File: src/rtl/prs_pkg.sv
package prs_pkg;

   typedef enum logic [2:0] {
      ST_IDLE  = 3'd0,
      ST_HOLD  = 3'd1,
      ST_WLINK = 3'd2,
      ST_UP    = 3'd3,
      ST_WL2   = 3'd4,
      ST_SUSP  = 3'd5,
      ST_ERR   = 3'd6
   } prs_state_e;

   localparam int N_RST     = 4;
   localparam int RB_MAC    = 0;
   localparam int RB_PHY    = 1;
   localparam int RB_BRG    = 2;
   localparam int RB_PERST  = 3;
   localparam int LTSSM_W   = 5;

   localparam logic [LTSSM_W-1:0] LTSSM_L2_IDLE = 5'h14;

   localparam logic [N_RST-1:0] RST_ALL_ON  = '1;
   localparam logic [N_RST-1:0] RST_ALL_OFF = '0;
   localparam logic [N_RST-1:0] RST_SLOT_ON = N_RST'(1) << RB_PERST;

endpackage

File: src/rtl/prs_timer.sv
module prs_timer #(
   parameter int CW = 8
) (
   input  logic          clk,
   input  logic          rst_n,
   input  logic          clr_i,
   input  logic [CW-1:0] limit_i,
   output logic          hit_o
);

   logic [CW-1:0] cnt_q;

   always_ff @(posedge clk or negedge rst_n) begin
      if (!rst_n) begin
         cnt_q <= '0;
      end else if (clr_i) begin
         cnt_q <= '0;
      end else if (cnt_q != '1) begin
         cnt_q <= cnt_q + 1'b1;
      end
   end

   assign hit_o = (cnt_q == limit_i);

endmodule

File: src/rtl/prs_fsm.sv
module prs_fsm
   import prs_pkg::*;
#(
   parameter int CW       = 8,
   parameter int HOLD_CYC = 4,
   parameter int LINK_CYC = 4,
   parameter int L2_CYC   = 4
) (
   input  logic               clk,
   input  logic               rst_n,
   input  logic               start_i,
   input  logic               suspend_i,
   input  logic               link_up_i,
   input  logic [LTSSM_W-1:0] ltssm_i,
   input  logic               hit_i,
   output logic               tmr_clr_o,
   output logic [CW-1:0]      limit_o,
   output prs_state_e         st_o,
   output logic [N_RST-1:0]   rst_req_o,
   output logic               turnoff_o,
   output logic               done_o,
   output logic               err_o,
   output logic [LTSSM_W-1:0] err_ltssm_o
);

   localparam logic [CW-1:0] HOLD_LIM = CW'(HOLD_CYC - 1);
   localparam logic [CW-1:0] LINK_LIM = CW'(LINK_CYC - 1);
   localparam logic [CW-1:0] L2_LIM   = CW'(L2_CYC - 1);

   prs_state_e             st_q, st_d;
   logic [N_RST-1:0]       rst_q, rst_d;
   logic                   toff_q, done_q, err_q;
   logic [LTSSM_W-1:0]     el_q;
   logic                   start_ok, susp_ok, at_l2;

   assign start_ok = start_i && (st_q == ST_IDLE || st_q == ST_SUSP || st_q == ST_ERR);
   assign susp_ok  = suspend_i && (st_q == ST_UP);
   assign at_l2    = (ltssm_i == LTSSM_L2_IDLE);

   always_comb begin
      st_d = st_q;
      unique case (st_q)
         ST_IDLE, ST_SUSP, ST_ERR: if (start_ok) st_d = ST_HOLD;
         ST_HOLD:  if (hit_i) st_d = ST_WLINK;
         ST_WLINK: begin
            if (link_up_i)  st_d = ST_UP;
            else if (hit_i) st_d = ST_ERR;
         end
         ST_UP:    if (susp_ok) st_d = ST_WL2;
         ST_WL2: begin
            if (at_l2)      st_d = ST_SUSP;
            else if (hit_i) st_d = ST_ERR;
         end
         default:  st_d = ST_ERR;
      endcase
   end

   always_comb begin
      unique case (st_q)
         ST_HOLD:  limit_o = HOLD_LIM;
         ST_WLINK: limit_o = LINK_LIM;
         ST_WL2:   limit_o = L2_LIM;
         default:  limit_o = '1;
      endcase
   end

   assign tmr_clr_o = (st_d != st_q);

   always_comb begin
      unique case (st_d)
         ST_IDLE, ST_HOLD: rst_d = RST_ALL_ON;
         ST_SUSP:          rst_d = RST_SLOT_ON;
         default:          rst_d = RST_ALL_OFF;
      endcase
   end

   always_ff @(posedge clk or negedge rst_n) begin
      if (!rst_n) begin
         st_q   <= ST_IDLE;
         rst_q  <= RST_ALL_ON;
         toff_q <= 1'b0;
         done_q <= 1'b0;
         err_q  <= 1'b0;
         el_q   <= '0;
      end else begin
         st_q   <= st_d;
         rst_q  <= rst_d;
         toff_q <= (st_d == ST_WL2);
         done_q <= (st_q == ST_WLINK && st_d == ST_UP) ||
                   (st_q == ST_WL2 && st_d == ST_SUSP);
         if (start_ok) begin
            err_q <= 1'b0;
            el_q  <= '0;
         end else if (st_d == ST_ERR && st_q != ST_ERR) begin
            err_q <= 1'b1;
            el_q  <= ltssm_i;
         end
      end
   end

   assign st_o        = st_q;
   assign rst_req_o   = rst_q;
   assign turnoff_o   = toff_q;
   assign done_o      = done_q;
   assign err_o       = err_q;
   assign err_ltssm_o = el_q;

   AST_HOLD_ALL_ON: assert property (@(posedge clk) disable iff (!rst_n)
      st_q == ST_HOLD |-> rst_q == RST_ALL_ON);
   AST_RELEASE_TOGETHER: assert property (@(posedge clk) disable iff (!rst_n)
      (st_q == ST_WLINK && $past(st_q) == ST_HOLD) |-> rst_q == RST_ALL_OFF);
   AST_UP_NEEDS_LINK: assert property (@(posedge clk) disable iff (!rst_n)
      (st_q == ST_UP && $past(st_q) == ST_WLINK) |-> $past(link_up_i));
   AST_ERR_LINES_FREE: assert property (@(posedge clk) disable iff (!rst_n)
      st_q == ST_ERR |-> rst_q == RST_ALL_OFF);
   AST_SLOT_AFTER_L2: assert property (@(posedge clk) disable iff (!rst_n)
      (st_q == ST_SUSP && $past(st_q) == ST_WL2) |-> $past(ltssm_i) == LTSSM_L2_IDLE);
   AST_TURNOFF_ONLY_WL2: assert property (@(posedge clk) disable iff (!rst_n)
      toff_q |-> st_q == ST_WL2);
   AST_ERR_NO_SLOT: assert property (@(posedge clk) disable iff (!rst_n)
      err_q |-> !rst_q[RB_PERST]);
   AST_START_GATED: assert property (@(posedge clk) disable iff (!rst_n)
      (st_q == ST_HOLD && $past(st_q) != ST_HOLD) |->
      ($past(st_q) == ST_IDLE || $past(st_q) == ST_SUSP || $past(st_q) == ST_ERR));
   AST_ERR_STICKY: assert property (@(posedge clk) disable iff (!rst_n)
      ($past(err_q) && !$past(start_i)) |-> err_q);
   AST_DONE_SINGLE: assert property (@(posedge clk) disable iff (!rst_n)
      done_q |=> !done_q);

endmodule

File: src/rtl/prs_rst_drv.sv
module prs_rst_drv #(
   parameter int N           = 4,
   parameter bit ACTIVE_HIGH = 1'b1
) (
   input  logic [N-1:0] req_i,
   output logic [N-1:0] line_o
);

   for (genvar i = 0; i < N; i++) begin : g_line
      if (ACTIVE_HIGH) begin : g_hi
         assign line_o[i] = req_i[i];
      end else begin : g_lo
         assign line_o[i] = ~req_i[i];
      end
   end

endmodule

File: src/rtl/port_rst_seq.sv
module port_rst_seq
   import prs_pkg::*;
#(
   parameter int CYC_PER_US      = 100,
   parameter int HOLD_US         = 100000,
   parameter int LINK_TMO_US     = 100000,
   parameter int L2_TMO_US       = 50000,
   parameter bit RST_ACTIVE_HIGH = 1'b1
) (
   input  logic       clk,
   input  logic       rst_n,
   input  logic       start_i,
   input  logic       suspend_i,
   input  logic       link_up_i,
   input  logic [4:0] ltssm_i,
   output logic [3:0] rst_o,
   output logic       turnoff_o,
   output logic       done_o,
   output logic       err_o,
   output logic [2:0] status_o,
   output logic [4:0] err_ltssm_o
);

   localparam int HOLD_CYC = HOLD_US * CYC_PER_US;
   localparam int LINK_CYC = LINK_TMO_US * CYC_PER_US;
   localparam int L2_CYC   = L2_TMO_US * CYC_PER_US;
   localparam int MAX_AB   = (HOLD_CYC > LINK_CYC) ? HOLD_CYC : LINK_CYC;
   localparam int MAX_CYC  = (MAX_AB > L2_CYC) ? MAX_AB : L2_CYC;
   localparam int CW       = $clog2(MAX_CYC + 2);

   if (CYC_PER_US < 1) begin : g_bad_rate
      $error("CYC_PER_US must be at least 1");
   end
   if (HOLD_US < 1 || LINK_TMO_US < 1 || L2_TMO_US < 1) begin : g_bad_limit
      $error("every time limit must be at least 1 us");
   end

   logic               tmr_clr, tmr_hit;
   logic [CW-1:0]      tmr_lim;
   prs_state_e         st;
   logic [N_RST-1:0]   rst_req;

   prs_timer #(.CW(CW)) u_timer (
      .clk     (clk),
      .rst_n   (rst_n),
      .clr_i   (tmr_clr),
      .limit_i (tmr_lim),
      .hit_o   (tmr_hit)
   );

   prs_fsm #(
      .CW       (CW),
      .HOLD_CYC (HOLD_CYC),
      .LINK_CYC (LINK_CYC),
      .L2_CYC   (L2_CYC)
   ) u_fsm (
      .clk         (clk),
      .rst_n       (rst_n),
      .start_i     (start_i),
      .suspend_i   (suspend_i),
      .link_up_i   (link_up_i),
      .ltssm_i     (ltssm_i),
      .hit_i       (tmr_hit),
      .tmr_clr_o   (tmr_clr),
      .limit_o     (tmr_lim),
      .st_o        (st),
      .rst_req_o   (rst_req),
      .turnoff_o   (turnoff_o),
      .done_o      (done_o),
      .err_o       (err_o),
      .err_ltssm_o (err_ltssm_o)
   );

   prs_rst_drv #(.N(N_RST), .ACTIVE_HIGH(RST_ACTIVE_HIGH)) u_drv (
      .req_i  (rst_req),
      .line_o (rst_o)
   );

   assign status_o = st;

endmodule

File: config.mk
export PLATFORM = sky130hd
export DESIGN_NAME = port_rst_seq
export DESIGN_NICKNAME = d
export VERILOG_FILES = /design/src/rtl/prs_pkg.sv /design/src/rtl/prs_timer.sv /design/src/rtl/prs_fsm.sv /design/src/rtl/prs_rst_drv.sv /design/src/rtl/port_rst_seq.sv
export SDC_FILE = /design/constraint.sdc
export NUM_CORES = 1
export LEC_CHECK = 0
export ABC_AREA = 0
export BUFFER_PORTS_ARGS = -buffer_cell sky130_fd_sc_hd__buf_4
export CAP_MARGIN = 20
export CORE_MARGIN = 2
export CORE_UTILIZATION = 50
export DETAILED_ROUTE_END_ITERATION = 6
export PLACE_DENSITY = 0.66
export SETUP_SLACK_MARGIN = 0.1
export SYNTH_ARGS = -nofsm -noshare
export SYNTH_HDL_FRONTEND = slang
export SYNTH_SLANG_ARGS = --single-unit
File: constraint.sdc
create_clock -name clk -period 4.2 [get_ports clk]
set_input_delay 0.42 -clock clk [delete_from_list [all_inputs] [get_ports clk]]
set_output_delay 0.42 -clock clk [all_outputs]
set_load 0.1 [all_outputs]
Word-level counts from Yosys, hierarchy flattened
Cells that the tools add are included.
{"block": "totals", "reg_bits": 39, "output_inout_bits": 15}
{"block": "op_classes", "n_addsub": 1, "eq_ne": 16, "muxes": 15, "reduce_logical": 15}
{"cell": "24-bit two-way mux", "count": 2}
{"cell": "24-bit one-hot mux with 2 select lines", "count": 1}
{"cell": "24-bit by 1-bit adder with 24-bit output, second input constant", "count": 1}
{"cell": "24-bit == test", "count": 1}
{"cell": "24-bit inequality test, second input constant", "count": 1}
{"cell": "3-bit == test, second input constant", "count": 6}
{"cell": "3-bit two-way mux", "count": 6}
{"cell": "3-bit one-hot mux with 5 select lines", "count": 1}
{"cell": "5-bit two-way mux", "count": 2}
{"cell": "3-bit by 2-bit == test with 1-bit output, second input constant", "count": 3}
{"cell": "4-bit one-hot mux with 2 select lines", "count": 1}
{"cell": "3-bit by 1-bit == test with 1-bit output, second input constant", "count": 2}
{"cell": "3-bit logical NOT", "count": 2}
{"cell": "5-bit == test, second input constant", "count": 1}
{"cell": "1-bit logical AND", "count": 5}
{"cell": "2-bit nonzero test", "count": 2}
{"cell": "2-bit OR reduction", "count": 2}
{"cell": "1-bit logical OR", "count": 3}
{"cell": "3-bit inequality test", "count": 1}
{"cell": "3-bit inequality test, second input constant", "count": 1}
{"cell": "3-bit OR reduction", "count": 1}
{"cell": "1-bit two-way mux", "count": 2}

Longest topological paths before layout
Gate-level depths: netlist of the first run.
{"block": "logic_depth", "ltp_word": 11, "depth_mapped": 9}

By module
From an unflattened synthesis of the first run, not the netlist that was laid out.
{"block": "hier_totals", "hier_cells": 284, "area_unflattened_um2": 2665.1}
{"module": "prs_timer", "n_inst": 1, "cells_each": 170, "area_per_inst_um2": 1626.6}
{"module": "prs_fsm", "n_inst": 1, "cells_each": 110, "area_per_inst_um2": 1008.5}
{"module": "prs_rst_drv", "n_inst": 1, "cells_each": 4, "area_per_inst_um2": 30.0}

Worst setup path after synthesis of the first run
OpenSTA, ideal clock, no wires.
{"block": "synth_path", "path_kind": "register -> register", "start": "register u_fsm.st_q[0], in the netlist u_fsm.st_o[0]", "end": "register u_fsm.el_q[0], in the netlist u_fsm.err_ltssm_o[0]", "setup_time_ns": 0.080, "t_arrival_ns": 2.584, "t_required_ns": 4.120, "path_slack_ns": 1.537, "stages_incl_launch_ff": 9, "path_buffers": 2, "period_less_slack_ns": 2.663, "path_cell_list": "dfrtp_1 > buf_2 > buf_2 > o21ai_0 > o211ai_2 > o2111a_4 > a41oi_2 > a32oi_4 > mux2i_1"}
{"block": "synth_between", "elab_chain_cells": 10}
{"item": "start: declaration", "line_no": "prs_fsm.sv:30", "text": "prs_state_e st_q, st_d;"}
{"item": "start signal: assignment", "line_no": "prs_fsm.sv:86", "text": "st_q <= st_d;"}
{"item": "3-bit by 1-bit == test with 1-bit output / 3-bit by 2-bit == test with 1-bit output (equally long branches)", "line_no": "prs_fsm.sv:42, prs_fsm.sv:59"}
{"item": "2-bit OR reduction (no source line)"}
{"item": "24-bit one-hot mux with 2 select lines", "line_no": "prs_fsm.sv:59", "text": "unique case (st_q)"}
{"item": "24-bit == test", "line_no": "prs_timer.sv:23", "text": "assign hit_o = (cnt_q == limit_i);"}
{"item": "3-bit two-way mux", "line_no": "prs_fsm.sv:47, prs_fsm.sv:52"}
{"item": "3-bit two-way mux (on tied branches)", "line_no": "prs_fsm.sv:51, prs_fsm.sv:46"}
{"item": "3-bit one-hot mux with 5 select lines", "line_no": "prs_fsm.sv:42", "text": "unique case (st_q)"}
{"item": "3-bit == test", "line_no": "prs_fsm.sv:94", "text": "end else if (st_d == ST_ERR && st_q != ST_ERR) begin"}
{"item": "1-bit logical AND", "line_no": "prs_fsm.sv:94"}
{"item": "2-bit nonzero test (no source line)"}
{"item": "end signal: assignment", "line_no": "prs_fsm.sv:96", "text": "el_q <= ltssm_i;"}
{"item": "end: declaration", "line_no": "prs_fsm.sv:33", "text": "logic [LTSSM_W-1:0] el_q;"}
Parallel ways exist; a longest one is shown, timed or not.
A chain may end at the register's enable or synchronous reset.

Final worst setup path of the first run
{"block": "layout_path", "start": "register u_fsm.st_q[2], in the netlist u_fsm.st_o[2]", "end": "register u_timer.cnt_q[22]"}
{"block": "layout_between", "elab_chain_cells": 9}
{"item": "3-bit by 1-bit == test with 1-bit output / 3-bit by 2-bit == test with 1-bit output (equally long branches)", "line_no": "prs_fsm.sv:42, prs_fsm.sv:59"}
{"item": "2-bit OR reduction (no source line)"}
{"item": "24-bit one-hot mux with 2 select lines", "line_no": "prs_fsm.sv:59"}
{"item": "24-bit == test", "line_no": "prs_timer.sv:23"}
{"item": "3-bit two-way mux", "line_no": "prs_fsm.sv:47, prs_fsm.sv:52"}
{"item": "3-bit two-way mux (on tied branches)", "line_no": "prs_fsm.sv:51, prs_fsm.sv:46"}
{"item": "3-bit one-hot mux with 5 select lines", "line_no": "prs_fsm.sv:42"}
{"item": "3-bit inequality test (*)", "line_no": "prs_fsm.sv:67", "text": "assign tmr_clr_o = (st_d != st_q);"}
{"item": "24-bit two-way mux / 2-bit nonzero test (equally long branches)"}
{"item": "end signal: assignment", "line_no": "prs_timer.sv:19", "text": "cnt_q <= cnt_q + 1'b1;"}
{"item": "end: declaration", "line_no": "prs_timer.sv:11", "text": "logic [CW-1:0] cnt_q;"}
Every way passes the cells marked *; elsewhere a longest branch is shown, timed or not.

==> impl_metrics.env, run 1 <==
export IMPL_status="completed"
export IMPL_synth_seq_area_share=0.385
export IMPL_drt_pass1_iter_count=4
export IMPL_syn_num_nets=276
export IMPL_cts_hold_fix_buffers=0
export IMPL_synth_area_leader_cell="dfrtp_1"
export IMPL_yosysUniqueCellTypes=56
export IMPL_synthAdderAreaFrac=0.00518
export IMPL_drive_above_1_share=0.178
export IMPL_wl_per_cell_um=15.4
export IMPL_critPathMaxFanout=24
export IMPL_finalNetCount=291
export IMPL_power_frac_comb=0.289
export IMPL_synth_most_common_cell="dfrtp_1"
export IMPL_grt_setup_unrepaired="no"
export IMPL_tns_ns=0
export IMPL_synth_compound_area_share=0.147
export IMPL_start_kind="flip-flop"
export IMPL_relSlewSlack=0.266
export IMPL_critPathLaunch="u_fsm.st_o[2]"
export IMPL_synth_simple_area_share=0.297
export IMPL_io_buffer_count=24
export IMPL_ir_drop_v=0.000224
export IMPL_synth_top_family_by_area="simple AND/OR/NAND/NOR gates"
export IMPL_cts_resized=0
export IMPL_grt_max_degree=38
export IMPL_reg2reg_from="u_fsm.st_o[2]"
export IMPL_criticalPathCategory="flip-flop to flip-flop"
export IMPL_dp_hpwl_um=3610
export IMPL_route_detailed_drc=0
export IMPL_powerDensity_nw_per_um2=366
export IMPL_ys_flop_type="dfrtp_1"
export IMPL_grt_pass1_vias=1801
export IMPL_cts_buffers=5
export IMPL_endpoint_kind="flip-flop"
export IMPL_grt_overflow_total=0
export IMPL_cts_setup_buffers=0
export IMPL_vias_per_cell=5.87
export IMPL_core_area_um2=4690
export IMPL_cap_violations=0
export IMPL_r2r_slack_ns=1.29
export IMPL_finalSetupViolations=0
export IMPL_post_route_min_period_ns=2.91
export IMPL_via_count=1966
export IMPL_hold_path_class="primary input to asynchronous set/reset pin"
export IMPL_antenna_found_initial=0
export IMPL_fmax_ghz=0.344
export IMPL_die_area_um2=5400
export IMPL_finalClockSkew_ns=0.00674
export IMPL_finalCritPeriodShare=0.692
export IMPL_worst_pin_slew_ns=1.10
export IMPL_switching_share=0.375
export IMPL_design_area_um2=2680
export IMPL_die_w_um=73.5
export IMPL_synth_top_cells_by_count="35 x dfrtp_1, 21 x nor2_1, 20 x nor4_1, 18 x nand2_1, 15 x nor3_1"
export IMPL_clockBufferDepth=2
export IMPL_synth_top_area_frac=0.363
export IMPL_synthArstFlopShare=1.00
export IMPL_r2r_cells=6
export IMPL_slew_viol_final=0
export IMPL_synth_area_per_cell_um2=9.11
export IMPL_seqPwrFrac=0.469
export IMPL_tritoncts="done"
export IMPL_clockRootBuffer="clkbuf_8"
export IMPL_die_y_um=73.5
export IMPL_hold_viol=0
export IMPL_wirelength_um=5150
export IMPL_row_count=25
export IMPL_p_int_mw=0.615
export IMPL_switchingPower_mw=0.368
export IMPL_ios=25
export IMPL_start_util=0.514
export IMPL_drtAntennaViolNets=0
export IMPL_clkTransAtPathRegs_ns=0.07
export IMPL_synthTopCellsByArea="dfrtp_1 36%, nor4_1 5.2%, xnor2_1 4.7%, xor2_1 3.6%, mux2i_1 3.3%"
export IMPL_synth_edf_count=0
export IMPL_arrival_ns=3.02
export IMPL_ys_ff_latch=37
export IMPL_leakage_nw=1.11
export IMPL_gp_congestion=0.886
export IMPL_cts_max_level=2
export IMPL_setup_slack_ns=1.29
export IMPL_power_share_clock=0.242
export IMPL_placed_area_um2=2590
export IMPL_preCtsSetupSlack_ns=1.30
export IMPL_drt_initial_drc_count=98
export IMPL_reg2reg_to="u_timer.cnt_q[22]"
export IMPL_yosysWarnings=0
export IMPL_track_usage=0.208
export IMPL_syn_to_final_growth_pct=11.2
export IMPL_n_antenna_cell=0
export IMPL_grt_pass1_wl_um=8690
export IMPL_required_ns=4.31
export IMPL_synthXorXnorAreaFrac=0.0835
export IMPL_clk_latency_ns=0.29
export IMPL_synthCells=265
export IMPL_netlist_area_um2=2410
export IMPL_synth_mux_area_fraction=0.0332
export IMPL_clock_sinks=37
sequential cells by signal, summed over array words and instances (netlist names):
signal and count:
u_fsm.err_ltssm_o 5, u_fsm.turnoff_o 1, u_fsm.done_o 1, u_timer.cnt_q 24, u_fsm.rst_req_o 2, u_fsm.st_o 3, u_fsm.err_o 1
metal layers:
layer / routed length [µm] / vias to the layer above / global-route usage / part of all wire
met5: 0 / - / 0 / 0
met4: 89 / 0 / 0.0687 / 0.017
met3: 171 / 8 / 0.0425 / 0.033
met2: 2390 / 32 / 0.323 / 0.46
met1: 2500 / 931 / 0.290 / 0.49
li1: - / 995 / - / -
power by group through the flow:
| stage | Clock (mW) | Sequential [mW] | Combinational, mW |
|---|---|---|---|
| after floorplan | 0 | 0.553 | 0.127 |
| after global placement | 0 | 0.466 | 0.280 |
| after detailed placement | 0 | 0.467 | 0.284 |
| after CTS | 0.248 | 0.461 | 0.284 |
| after global routing | 0.266 | 0.470 | 0.306 |
| final | 0.238 | 0.461 | 0.284 |
worst max path at each step:
stage | endpoint | slack, ns | cells after the start
after global routing | u_timer.cnt_q[23] | 1.01 | 6
final | u_timer.cnt_q[22] | 1.29 | 6
after floorplan | u_fsm.err_ltssm_o[0] | 1.54 | 8
after global placement | u_timer.cnt_q[7] | 1.38 | 6
after CTS | u_timer.cnt_q[22] | 1.27 | 6
after detailed placement | u_timer.cnt_q[22] | 1.30 | 6
cell families (layout without fill, tap and decap cells):
logic type                 after synthesis  count (layout)
DFF                                     37              37
AOI/OAI and AO/OA                       41              41
muxes                                    8               8
buffers and inverters                   27              43
xor gates and xnor gates                23              23
adders and majority gates                1               1
and+or+nand+nor                        128             128
final cells by class:
| type | count | area, µm² |
|---|---|---|
| Clock inverter | 2 | 10.0 |
| Timing Repair Buffer | 25 | 195 |
| Fill cell | 431 | 2010 |
| Sequential cell | 37 | 928 |
| Multi-Input combinational cell | 201 | 1370 |
| Clock buffer | 6 | 72.6 |
| Inverter | 10 | 37.5 |
| Tap cell | 54 | 67.6 |
stage by stage:
stage | util | hold slack, ns | std cells | power [mW]
final | 0.572 | 0.0859 | 335 | 0.983
after global placement | 0.551 | 0.410 | 326 | 0.745
after global routing | 0.572 | 0.109 | 335 | 1.04
after floorplan | - | 0.124 | 265 | 0.680
after CTS | 0.569 | 0.106 | 334 | 0.994
after detailed placement | 0.551 | 0.418 | 326 | 0.751
cell usage in the layout (no fill, tap or decap), drive strengths merged, types with 6 or more instances in the layout:
cell and n:
dfrtp 35, buf 25, nor2 21, nor4 20
nand2 18, nor3 16, xnor2 13, nand3 12
o21ai 11, inv 10, xor2 10, a21oi 8
mux2i 8, nand4 7, clkbuf 6, and3 6
critical path: stages, from the launching register on:
cell      delay (ns)
dfrtp_1         0.78
nor2b_1         0.35
nand2_1         0.16
o211ai_4        0.28
nand4_1         0.14
a22oi_2         0.85
nor4_1          0.17
Note: power is estimated with default switching activity, not from simulation.
==> inputs of run 2 (changes only) <==
==> constraint.sdc (replaced) <==
create_clock -name clk -period 2.7 [get_ports clk]
set_input_delay 0.27 -clock clk [delete_from_list [all_inputs] [get_ports clk]]
set_output_delay 0.27 -clock clk [all_outputs]
set_load 0.1 [all_outputs]
==> impl_metrics.env, run 2 (synthesis results as in run 1) <==
export IMPL_finalNetCount=298
export IMPL_clockBufferDepth=2
export IMPL_reg2reg_from="u_timer.cnt_q[13]"
export IMPL_vias_per_cell=5.94
export IMPL_critPathLaunch="u_timer.cnt_q[13]"
export IMPL_track_usage=0.201
export IMPL_tritoncts="done"
export IMPL_regMostFlops="u_timer.cnt_q"
export IMPL_via_count=2030
export IMPL_hold_path_class="primary input to flip-flop"
export IMPL_powerDensity_nw_per_um2=597
export IMPL_endpoint="u_fsm.err_ltssm_o[4]"
export IMPL_tns_ns=0
export IMPL_min_from="ltssm_i[2]"
export IMPL_gp_congestion=0.838
export IMPL_start_kind="flip-flop"
export IMPL_die_w_um=73.5
export IMPL_cts_buffers=5
export IMPL_drive_above_1_share=0.205
export IMPL_die_y_um=73.5
export IMPL_antenna_found_initial=0
export IMPL_worst_pin_slew_ns=0.687
export IMPL_ir_drop_v=0.000318
export IMPL_grt_pass1_vias=1712
export IMPL_drtAntennaViolNets=0
export IMPL_criticalPathCategory="flip-flop to flip-flop"
export IMPL_largest_register_ffs=24
export IMPL_clock_sinks=37
export IMPL_core_area_um2=4690
export IMPL_dp_hpwl_um=3620
export IMPL_arrival_ns=2.54
export IMPL_cts_setup_buffers=0
export IMPL_row_count=25
export IMPL_wl_per_cell_um=15.0
export IMPL_required_ns=2.91
export IMPL_clk_latency_ns=0.29
export IMPL_post_route_min_period_ns=2.33
export IMPL_status="completed"
export IMPL_r2r_slack_ns=0.37
export IMPL_clkTransAtPathRegs_ns=0.07
export IMPL_finalSetupViolations=0
export IMPL_reg2reg_to="u_fsm.err_ltssm_o[4]"
export IMPL_clockRootBuffer="clkbuf_8"
export IMPL_die_area_um2=5400
export IMPL_final_common_cell="dfrtp_1"
export IMPL_route_detailed_drc=0
export IMPL_layout_common_cells="33 x dfrtp_1, 30 x buf_4, 21 x nor2_1"
export IMPL_hold_viol=0
export IMPL_start_util=0.514
export IMPL_dp_cells=332
export IMPL_leakage_nw=1.15
export IMPL_grt_setup_unrepaired="no"
export IMPL_finalCritPeriodShare=0.861
export IMPL_finalClockSkew_ns=0.00605
export IMPL_cap_violations=0
export IMPL_grt_pass1_wl_um=8310
export IMPL_grt_max_degree=38
export IMPL_critPathMaxFanout=7
export IMPL_cts_max_level=2
export IMPL_endpoint_kind="flip-flop"
export IMPL_fin_cells=342
export IMPL_r2r_cells=6
export IMPL_ios=25
export IMPL_syn_to_final_growth_pct=15.0
export IMPL_io_buffer_count=24
export IMPL_grt_overflow_total=0
export IMPL_drt_initial_drc_count=95
export IMPL_drt_pass1_iter_count=4
export IMPL_fmax_ghz=0.430
export IMPL_relSlewSlack=0.539
export IMPL_slew_viol_final=0
export IMPL_wirelength_um=5130
export IMPL_n_antenna_cell=0
-- run 2: cell count changes in the layout (fill, tap and decap cells not counted), sizes merged --
cell / change
buf: +6
bufinv: +1
clkinv: -2
clkinvlp: +1
dlygate4sd3: +1
-- run 2: how the worst min path moves through the flow --
stage | slack, ns | depth (start not counted) | endpoint
2_1_floorplan | -0.03 | 0 | u_fsm.done_o
3_3_place_gp | 0.26 | 1 | u_timer.cnt_q[0]
3_5_place_dp | 0.26 | 1 | u_timer.cnt_q[1]
4_1_cts | 0.23 | 3 | u_fsm.err_ltssm_o[4]
5_1_grt | 0.23 | 3 | u_fsm.err_ltssm_o[4]
6_report | 0.24 | 3 | u_fsm.err_ltssm_o[2]
-- run 2: critical path, stage by stage (launching register included) --
cell and delay (ns):
dfrtp_1 0.46, or4_4 0.57, o211ai_2 0.10, o2111a_4 0.28, a41oi_2 0.17, a32oi_4 0.43
mux2i_1 0.24
-- run 2: metal layers --
layer  global-route usage  vias to the layer above  part of all wire
li1                     -                     1017                 -
met1                0.285                      963              0.49
met2                0.303                       43              0.46
met3               0.0412                        7             0.035
met4               0.0747                        0             0.014
met5                    0                        -                 0
-- run 2: per-stage QoR --
| step | setup slack [ns] | hold WS [ns] | instance area, µm² | utilization | power (mW) |
|---|---|---|---|---|---|
| global placement | 0.290 | 0.259 | 2630 | 0.561 | 1.16 |
| floorplan | 0.105 | -0.0256 | 2410 | - | 1.06 |
| global route | 0.200 | 0.232 | 2780 | 0.591 | 1.74 |
| detailed placement | 0.242 | 0.260 | 2630 | 0.561 | 1.17 |
| finish | 0.374 | 0.237 | 2780 | 0.591 | 1.66 |
| CTS | 0.216 | 0.228 | 2760 | 0.589 | 1.68 |
-- run 2: timing repair --
item                       4_1_cts  5_1_grt
gates resized for setup          0        1
setup endpoints to repair        0        4
hold endpoints to repair        35        0
hold buffers                     1        0
-- run 2: area by class of cell --
cell class                 instances  area (µm²)
inverter                          10        37.5
sequential                        37         931
clock inverter                     2        37.5
clock buffer                       6        82.6
fill                             414        1920
timing repair buffer              32         246
tap                               54        67.6
multi-input combinational        201        1370
-- run 2: power breakdown --
part	internal (mW)	switching, mW	total, mW
Combinational	0.146	0.297	0.443
Sequential	0.633	0.0868	0.719
Clock	0.300	0.194	0.495
Total	1.08	0.578	1.66
==> inputs of run 3 (changes only) <==
--- a/config.mk
+++ b/config.mk
@@ -6,12 +6,13 @@
 export NUM_CORES = 1
 export LEC_CHECK = 0
 export ABC_AREA = 0
+export ABC_CLOCK_PERIOD_IN_PS = 2700
 export BUFFER_PORTS_ARGS = -buffer_cell sky130_fd_sc_hd__buf_4
 export CAP_MARGIN = 20
 export CORE_MARGIN = 2
 export CORE_UTILIZATION = 50
 export DETAILED_ROUTE_END_ITERATION = 6
-export PLACE_DENSITY = 0.66
+export PLACE_DENSITY_LB_ADDON = 0.3
 export SETUP_SLACK_MARGIN = 0.1
 export SYNTH_ARGS = -nofsm -noshare
 export SYNTH_HDL_FRONTEND = slang
==> impl_metrics.env, run 3 (synthesis results as in run 1) <==
export IMPL_finalClockSkew_ns=0.00874
export IMPL_ios=25
export IMPL_clock_sinks=37
export IMPL_slew_viol_final=0
export IMPL_fin_util=0.590
export IMPL_antenna_found_initial=0
export IMPL_finalNetCount=297
export IMPL_post_route_min_period_ns=2.30
export IMPL_criticalPathCategory="flip-flop to flip-flop"
export IMPL_leakage_nw=1.15
export IMPL_largest_register_ffs=24
export IMPL_clk_latency_ns=0.29
export IMPL_core_area_um2=4690
export IMPL_syn_to_final_growth_pct=14.7
export IMPL_arrival_ns=2.50
export IMPL_row_count=25
export IMPL_cts_setup_buffers=0
export IMPL_route_detailed_drc=0
export IMPL_powerDensity_nw_per_um2=597
export IMPL_regMostFlops="u_timer.cnt_q"
export IMPL_track_usage=0.199
export IMPL_tritoncts="done"
export IMPL_die_y_um=73.5
export IMPL_critPathMaxFanout=7
export IMPL_fin_cells=341
export IMPL_dp_cells=331
export IMPL_wirelength_um=5050
export IMPL_endpoint_kind="flip-flop"
export IMPL_dp_hpwl_um=3630
export IMPL_clkTransAtPathRegs_ns=0.07
export IMPL_layout_common_cells="33 x dfrtp_1, 29 x buf_4, 21 x nor2_1"
export IMPL_cap_violations=0
export IMPL_grt_overflow_total=0
export IMPL_hold_viol=0
export IMPL_ir_drop_v=0.000358
export IMPL_grt_max_degree=38
export IMPL_die_w_um=73.5
export IMPL_fmax_ghz=0.436
export IMPL_required_ns=2.91
export IMPL_gp_congestion=0.919
export IMPL_hold_path_class="primary input to flip-flop"
export IMPL_via_count=1988
export IMPL_status="completed"
export IMPL_relSlewSlack=0.634
export IMPL_start_util=0.514
export IMPL_drtAntennaViolNets=0
export IMPL_drt_pass1_iter_count=4
export IMPL_worst_pin_slew_ns=0.545
export IMPL_cts_max_level=2
export IMPL_start_kind="flip-flop"
export IMPL_tns_ns=0
export IMPL_clockRootBuffer="clkbuf_8"
export IMPL_multiInputGateArea_um2=1370
export IMPL_final_common_cell="dfrtp_1"
export IMPL_seqCellArea_um2=931
export IMPL_holdWs_ns=0.242
export IMPL_n_antenna_cell=0
export IMPL_finalCritPeriodShare=0.850
export IMPL_drt_initial_drc_count=129
export IMPL_die_area_um2=5400
export IMPL_nFillCells=405
export IMPL_cts_buffers=5
export IMPL_wl_per_cell_um=14.8
export IMPL_grt_pass1_vias=1828
export IMPL_finalSetupViolations=0
export IMPL_grt_setup_unrepaired="no"
export IMPL_drive_above_1_share=0.199
export IMPL_vias_per_cell=5.83
export IMPL_grt_pass1_wl_um=8350
export IMPL_clockBufferDepth=2
export IMPL_io_buffer_count=24
run 3: cell types whose count changed in the layout (fill, tap and decap cells not counted):
cell	delta
buf_4	-1
buf_6	-1
buf_8	+1
clkbuf_1	+1
clkinvlp_4	-1
run 3: routing by layer:
layer  GRT usage  wire [µm]  vias to the layer above
met5           0          0                        -
met4      0.0586         27                        0
met3      0.0412        191                        2
met2       0.329       2460                       36
met1       0.261       2360                      933
li1            -          -                     1017
run 3: worst max-delay path, cell delays in order, from the launching register on:
cell and delay [ns]:
dfrtp_1 0.45, or4_4 0.57, o211ai_2 0.10, o2111a_4 0.28, a41oi_2 0.17, a32oi_4 0.42
mux2i_1 0.24
run 3: per-stage QoR:
| stage | cell area [µm²] | power (mW) | setup slack (ns) |
|---|---|---|---|
| 2_1_floorplan | 2410 | 1.06 | 0.105 |
| 3_3_place_gp | 2630 | 1.16 | 0.331 |
| 3_5_place_dp | 2630 | 1.17 | 0.262 |
| 4_1_cts | 2750 | 1.66 | 0.240 |
| 5_1_grt | 2770 | 1.75 | 0.243 |
| 6_report | 2770 | 1.65 | 0.404 |
run 3: layout make-up:
class	instances	area share
Multi-Input combinational cell	201	0.496
Sequential cell	37	0.336
Timing Repair Buffer	31	0.0877
Clock buffer	7	0.0312
Tap cell	54	0.0244
Inverter	10	0.0136
Clock inverter	1	0.0108
run 3: where the power goes:
part	internal, mW	switching [mW]	total [mW]	leakage [nW]
Clock	0.301	0.190	0.491	0.0585
Combinational	0.146	0.297	0.443	0.606
Sequential	0.633	0.0850	0.718	0.486
run 3: path summary, 6_finish.rpt:
path	start	endpoint	slack, ns	cells past startpoint
setup / recovery	u_timer.cnt_q[13]	u_fsm.err_ltssm_o[0]	0.40	6
setup reg to reg	u_timer.cnt_q[13]	u_fsm.err_ltssm_o[0]	0.40	6
hold / removal	ltssm_i[4]	u_fsm.err_ltssm_o[4]	0.24	3
hold reg to reg	u_fsm.err_o	u_fsm.err_o	0.48	1
min in group asynchronous	rst_n	u_timer.cnt_q[0]	0.48	2
max in group asynchronous	rst_n	u_fsm.rst_req_o[3]	1.88	2
run 3: what timing repair did:
action / CTS / global route
hold buffers: 1 / 0
resized for setup: 0 / 1
endpoints found under the hold margin: 35 / 0
setup endpoints to repair: 0 / 6
